<file path="src/rtl/rx_wake_pkg.sv">
// Shared types for the receiver wakeup controller.
package rx_wake_pkg;
    typedef enum logic {
        WAKE_IDLE_LINE = 1'b0,
        WAKE_ADDR_MARK = 1'b1
    } wake_mode_e;
endpackage

</file>
<file path="src/rtl/rx_wake_sleep.sv">
// Sleep state holder.
// Holds the software-set sleep bit, and a "re-armed" bit that records whether
// line activity (a completed character) has been seen since sleep was set.
// Assumes char_done and idle_pulse are single-cycle pulses from the decoder.
module rx_wake_sleep
    import rx_wake_pkg::*;
(
    input  logic       clk,
    input  logic       rst_n,
    input  logic       rx_enable,
    input  wake_mode_e mode,
    input  logic       sleep_req,
    input  logic       char_done,
    input  logic       char_msb,
    input  logic       idle_pulse,
    output logic       sleep_o
);
    logic sleep_q;
    logic armed_q;
    logic wake_idle;
    logic wake_addr;

    // Wake conditions for each method.
    always_comb begin
        wake_idle = sleep_q && (mode == WAKE_IDLE_LINE) && idle_pulse && armed_q;
        wake_addr = sleep_q && (mode == WAKE_ADDR_MARK) && char_done && char_msb;
    end

    // Sleep bit: disable clears, software sets (wins), selected wake event clears.
    always_ff @(posedge clk) begin
        if (!rst_n || !rx_enable) begin
            sleep_q <= 1'b0;
        end else if (sleep_req) begin
            sleep_q <= 1'b1;
        end else if (wake_idle || wake_addr) begin
            sleep_q <= 1'b0;
        end
    end

    // Re-arm tracker: set by a character completing during sleep.
    always_ff @(posedge clk) begin
        if (!rst_n || !rx_enable || sleep_req || !sleep_q) begin
            armed_q <= 1'b0;
        end else if (char_done) begin
            armed_q <= 1'b1;
        end
    end

    assign sleep_o = sleep_q;

    assert_sleep_from_sw_R2: assert property (@(posedge clk) disable iff (!rst_n)
        $rose(sleep_q) |-> $past(sleep_req));

    assert_disable_clears_R9: assert property (@(posedge clk) disable iff (!rst_n)
        !rx_enable |=> !sleep_q);

    assert_unarmed_holds_R6: assert property (@(posedge clk) disable iff (!rst_n)
        (sleep_q && !armed_q && rx_enable && !char_done) |=> sleep_q);

    assert_wake_cause_R5: assert property (@(posedge clk) disable iff (!rst_n)
        $fell(sleep_q) |-> ($past(!rx_enable) || $past(idle_pulse) || $past(char_done && char_msb)));
endmodule

</file>
<file path="src/rtl/rx_wake_gate.sv">
// Flag gate.
// Decides in the current cycle whether a decoder event may reach its status flag.
// An address character in address-mark mode passes even while asleep.
// Assumes sleep reflects the registered state before this cycle's edge.
module rx_wake_gate
    import rx_wake_pkg::*;
(
    input  logic       rx_enable,
    input  wake_mode_e mode,
    input  logic       sleep,
    input  logic       char_done,
    input  logic       char_msb,
    input  logic       idle_pulse,
    output logic       data_full_set,
    output logic       idle_flag_set
);
    logic addr_pass;

    // Combine enable, sleep state and wake exception into the two permits.
    always_comb begin
        addr_pass     = (mode == WAKE_ADDR_MARK) && char_msb;
        data_full_set = rx_enable && char_done && (!sleep || addr_pass);
        idle_flag_set = rx_enable && idle_pulse && !sleep;
    end
endmodule

</file>
<file path="src/rtl/rx_wake_ctrl.sv">
// Receiver wakeup controller (top).
// Gates receive status updates with a software-set sleep bit that hardware
// clears on the wake event of the selected method.
// Assumes the character's top bit is the address mark.
module rx_wake_ctrl
    import rx_wake_pkg::*;
#(
    parameter int CHAR_W = 9
) (
    input  logic              clk,
    input  logic              rst_n,
    input  logic              rx_enable,
    input  logic              wake_mode,
    input  logic              sleep_req,
    input  logic              char_done,
    input  logic [CHAR_W-1:0] char_data,
    input  logic              idle_pulse,
    output logic              sleep,
    output logic              data_full_set,
    output logic              idle_flag_set
);
    localparam int MarkBit = CHAR_W - 1;

    wake_mode_e mode;
    logic       char_msb;

    // Decode the method select and pick out the address mark.
    always_comb begin
        mode     = wake_mode_e'(wake_mode);
        char_msb = char_data[MarkBit];
    end

    rx_wake_sleep u_sleep (
        .clk        (clk),
        .rst_n      (rst_n),
        .rx_enable  (rx_enable),
        .mode       (mode),
        .sleep_req  (sleep_req),
        .char_done  (char_done),
        .char_msb   (char_msb),
        .idle_pulse (idle_pulse),
        .sleep_o    (sleep)
    );

    rx_wake_gate u_gate (
        .rx_enable     (rx_enable),
        .mode          (mode),
        .sleep         (sleep),
        .char_done     (char_done),
        .char_msb      (char_msb),
        .idle_pulse    (idle_pulse),
        .data_full_set (data_full_set),
        .idle_flag_set (idle_flag_set)
    );

    assert_addr_wakes_R7: assert property (@(posedge clk) disable iff (!rst_n)
        (data_full_set && sleep && !sleep_req && rx_enable) |=> !sleep);

    assert_asleep_no_idle_R4: assert property (@(posedge clk) disable iff (!rst_n)
        (sleep && idle_pulse) |-> !idle_flag_set);

    assert_req_wins_R10: assert property (@(posedge clk) disable iff (!rst_n)
        (sleep_req && rx_enable) |=> sleep);
endmodule

</file>
<file path="config.mk">
export PLATFORM = sky130hd
export DESIGN_NAME = rx_wake_ctrl
export DESIGN_NICKNAME = d
export VERILOG_FILES = /design/src/rtl/rx_wake_pkg.sv /design/src/rtl/rx_wake_sleep.sv /design/src/rtl/rx_wake_gate.sv /design/src/rtl/rx_wake_ctrl.sv
export SDC_FILE = /design/constraint.sdc
export NUM_CORES = 1
export LEC_CHECK = 0
export ABC_AREA = 1
export CAP_MARGIN = 20
export CORE_AREA = 2 2 39 41
export DETAILED_ROUTE_END_ITERATION = 10
export DIE_AREA = 0 0 41 43
export SYNTH_ARGS = -nofsm -noshare
export SYNTH_HDL_FRONTEND = slang
export SYNTH_HIERARCHICAL = 1
export SYNTH_SLANG_ARGS = --single-unit
</file>
<file path="constraint.sdc">
create_clock -name clk -period 0.8 [get_ports clk]
set_input_delay 0.08 -clock clk [delete_from_list [all_inputs] [get_ports clk]]
set_output_delay 0.08 -clock clk [all_outputs]
set_load 0.02 [all_outputs]
</file>
# == Word-level counts from Yosys, hierarchy flattened ==
# Index checks and enable logic that the tools add are counted.
# op_classes
n_mux,2
n_reduce_logical,20
bitwise,1
# ops
cell,count
$logic_and A1 B1 Y1,11
$logic_or A1 B1 Y1,5
$logic_not A1 Y1,3
$mux W1,2
$reduce_bool A2 Y1,1
$not A1 Y1,1
# word_totals
reg_bits,2
inputBits,16
word_cells,25
out_inout_bits,3

# == Longest topological paths before layout ==
# Gate-level depths: netlist of the first run.
# logic_depth
ltp_word,7
mapped_depth,4
depth_no_buf,4

# == Cells and area by module ==
# The synthesis of the first run kept the hierarchy.
# modules_own_cells
mod,instances,area_each_um2,seq_area_each_um2,cells_each
rx_wake_sleep,1,97.6,40.0,12
rx_wake_gate,1,23.8,0.0,5

# == Least setup slack after synthesis of the first run ==
# No wires, ideal clock.
# synth_timing
path_type,reg2out
startpoint,reg u_sleep.sleep_q (netlist: u_sleep/sleep_o)
endpoint,out idle_flag_set
t_arrival_ns,0.733
path_buffers,0
stages_incl_launch_ff,2
t_required_ns,0.720
slack_ns,-0.013
path_cell_list,dfxtp_1 nor2_1
# synth_between
elab_chain_cells,2
# synth_rtl
element,line,source
start: declaration,rx_wake_sleep.sv:18,logic sleep_q;
start signal: assignment,rx_wake_sleep.sv:32,sleep_q <= 1'b0;
start signal: assignment,rx_wake_sleep.sv:34,sleep_q <= 1'b1;
start signal: assignment,rx_wake_sleep.sv:36,sleep_q <= 1'b0;
$logic_not A1 Y1,rx_wake_gate.sv:23,idle_flag_set = rx_enable && idle_pulse && !sleep;
$logic_and A1 B1 Y1,rx_wake_gate.sv:23,
end: declaration,rx_wake_ctrl.sv:20,output logic idle_flag_set
# No other way between the ends.

# == Worst setup path after layout of the first run ==
# layout_timing
startpoint,reg u_sleep.sleep_q (netlist: u_sleep/sleep_o)
endpoint,out sleep
# layout_rtl
element,line,source
end: declaration,rx_wake_ctrl.sv:18,"output logic sleep,"
# No word-level cell between the ends.

==> metrics.log, run 1 <==
INFO  metric final_nets = 55
INFO  metric synth_area_per_cell = around 7 sq um
INFO  metric gr_util_all_layers = under 10%
INFO  metric finalSetupViolations = 4
INFO  metric row_count = 14
INFO  metric first_global_vias = 156
INFO  metric critical-path-slowest-cell = sky130_fd_sc_hd__dfxtp_4
INFO  metric clock.fmax = roughly 1.1 GHz
INFO  metric power.static_leakage = ~0.16 nW
INFO  metric yosys_warnings = 6
INFO  metric cap_violations = 0
INFO  metric cp-end-kind = output port
INFO  metric final_max_slew_viol_count = 0
INFO  metric cts.clk_slew.worst_paths = ~30 ps
INFO  metric cts.htree.levels = 1
INFO  metric worst_hold_slack = about 290 ps
INFO  metric drt-pass1-iter-count = 4
INFO  metric hold_path_startpoint = idle_pulse
INFO  metric finish.cell_count_without_fillers = 53
INFO  metric postSynthNetCount = 33
INFO  metric routedWlPerCell = 7.85 um
INFO  metric routed_via_density = 3.40
INFO  metric tritoncts_clock_tree = built
INFO  metric number_of_buffers_and_inverters_on_the_critical_path = 2
INFO  metric die_width = 41 um
INFO  metric most-common-layout-cells = sky130_fd_sc_hd__buf_4 (8), sky130_fd_sc_hd__nand2_1 (5), sky130_fd_sc_hd__dlygate4sd2_1 (4)
INFO  metric ys_ff_latch = 2
INFO  metric ioPinCount = 19
INFO  metric initial_antenna_violation_count = 0
INFO  metric cts-buffers-inserted = 3
INFO  metric layout_setup_ws = -106 ps
INFO  metric first_iter_violations = 5
INFO  metric timing.final.crit_period = just over 900 ps
INFO  metric power.density_cell_area = about 1400 nW/um^2
INFO  metric detail-route-antenna-nets = 0
INFO  metric dieHeight = 43 um
INFO  metric initial_core_util = just under 9%
INFO  metric yosysUniqueCellTypes = 8
INFO  metric worst-endpoint-required = 720 ps
INFO  metric multi_input_comb_area = 76.3 sq um
INFO  metric routed_wl = 416 um
INFO  metric detailedPlacementHpwl = between 200 and 300 um
INFO  metric finalCritPeriodShare = 113%
INFO  metric post_synth_instance_area = 121 sq um
INFO  metric synth_cells = 17
INFO  metric sequential_cell_area_in_the_final_layout = approximately 44 sq um
INFO  metric timing.setup.critical_path_class = reg -> out
INFO  metric ir_worst_vdd = between 0.4 and 0.5 mV
INFO  metric core_region_area = between 1000 and 1500 sq um
INFO  metric antenna_cells = 0
INFO  metric globalplace.congestion = approximately 0.6
INFO  metric grt_start_max_net_pins = 5
INFO  metric regToRegStartpoint = u_sleep/sleep_o$_SDFFE_PP0P_
INFO  metric dp_cells = 48
INFO  metric holdCritPathClass = in -> reg
INFO  metric grt_first_pass_wirelength = between 500 and 600 um
INFO  metric preCtsSetupSlack = -634 ps
INFO  metric root_buffer = sky130_fd_sc_hd__clkbuf_4
INFO  metric critPathMaxFanout = 4
INFO  metric leading_cell_type_in_the_layout_fill_and_taps_excluded = sky130_fd_sc_hd__buf_4
INFO  metric die_outline_area = 1760 sq um
INFO  metric violations_in_the_final_reports = setup timing
INFO  metric drt_drc_violations_left = 0
INFO  metric fillers = 162
INFO  metric hold_viol = 0
INFO  metric insertion_delay = 220 ps
INFO  metric clock_tree.buffer_depth = 2
INFO  metric start_point_of_the_critical_path = u_sleep/sleep_o$_SDFFE_PP0P_
INFO  metric cell_chain_critical_path = buf_4 -> buf_6
INFO  metric areaGrowthSynthToFinish = 164%
INFO  metric crit_path_leading_delay_family = flip-flops
INFO  metric timing.critical_path.slowest_cell_delay = roughly 350 ps
INFO  metric synth_seq_area_share = 33.0%
INFO  metric grt.overflow.total = 0
INFO  metric rsz0062_at_grt = true
INFO  metric post-route-util = between 20% and 30%
INFO  metric final_layout_size_suffix_gt1_share = between 50% and 60%
INFO  metric finClkSkew = 2.62 ps
INFO  metric critPathLaunchType = flip-flop
INFO  metric maxSlewHeadroom = between 90% and 100%
INFO  metric port-buffer-count = 10
INFO  metric fin_tns_setup = -297 ps
INFO  metric cts.sink_count = 2
INFO  metric status = finished, violations left
INFO  metric num_vias = 180
INFO  metric cp.arrival = about 830 ps
INFO  metric worstMarginPinSlew = approximately 130 ps
worst register-to-register path, cell delays in order, from the launching register on:
cell and delay, ps:
sky130_fd_sc_hd__dfxtp_4 350, sky130_fd_sc_hd__buf_4 130, sky130_fd_sc_hd__buf_4 120, sky130_fd_sc_hd__nand3_2 70, sky130_fd_sc_hd__a21oi_2 50
Yosys cell counts (all sizes together):
master	number	share of area, %
inv	2	6.2
dfxtp	2	33
nor3	1	4.1
nand2	5	15
nand3	3	21
a21oi	2	14
nor2	2	6.2
flip-flops by register name, indices dropped and copies added (netlist names):
name	count
u_sleep/armed_q	1
u_sleep/sleep_o	1
path summary, 6_finish.rpt:
kind,slack [ps],to,cells after the start
max,-110,sleep,2
min,290,u_sleep/sleep_o$_SDFFE_PP0P_,5
max reg2reg,-30,u_sleep/sleep_o$_SDFFE_PP0P_,4
min reg2reg,510,u_sleep/armed_q$_SDFFE_PP0P_,2
stage by stage:
stage	power, W	area (sq um)
3_5_place_dp	0.000215	282
2_1_floorplan	0.000140	124
6_report	0.000436	320
3_3_place_gp	0.000215	282
4_1_cts	0.000446	300
5_1_grt	0.000469	320
kinds of logic (layout without fill, tap and decap cells):
logic type | after synthesis | after routing | synth area share [%]
and+or+nand+nor | 11 | 11 | 46.4
DFF | 2 | 2 | 33.0
buffers and inverters | 2 | 22 | 6.19
AOI/OAI and AO/OA | 2 | 2 | 14.4
cell type report:
class | instances | area share, %
inverter | 2 | 2.34
sequential | 2 | 13.7
multi-input combinational | 13 | 23.8
clock buffer | 3 | 7.03
tap | 16 | 6.25
timing repair buffer | 17 | 46.9
report_power, final:
part	total, W	internal, W	leakage (nW)	switching, W
Clock	0.000224	0.000166	0.0138	0.0000580
Combinational	0.000107	0.0000644	0.126	0.0000424
Sequential	0.000105	0.000102	0.0170	0.00000366
Total	0.000436	0.000332	0.157	0.000104
metal layers:
metal | wire length (um) | GRT usage, %
met1 | 198 | 6.05
met2 | 153 | 5.94
met3 | 64 | 4.71
met4 | 0 | 6.00
met5 | 0 | 0
timing repair:
item,CTS,global route
setup buffers,1,1
cloned,0,0
hold buffers,0,0
endpoints found under the setup margin,4,4
resized for setup,20,4
pin swaps,1,1
Note: power is estimated with default switching activity, not from simulation.
==> run 2: changes to the inputs <==
Settings changed: GPL_TIMING_DRIVEN from default to 1.
==> results of run 2 <==
The final DEF is identical to that of run 1; final timing and power are the same.
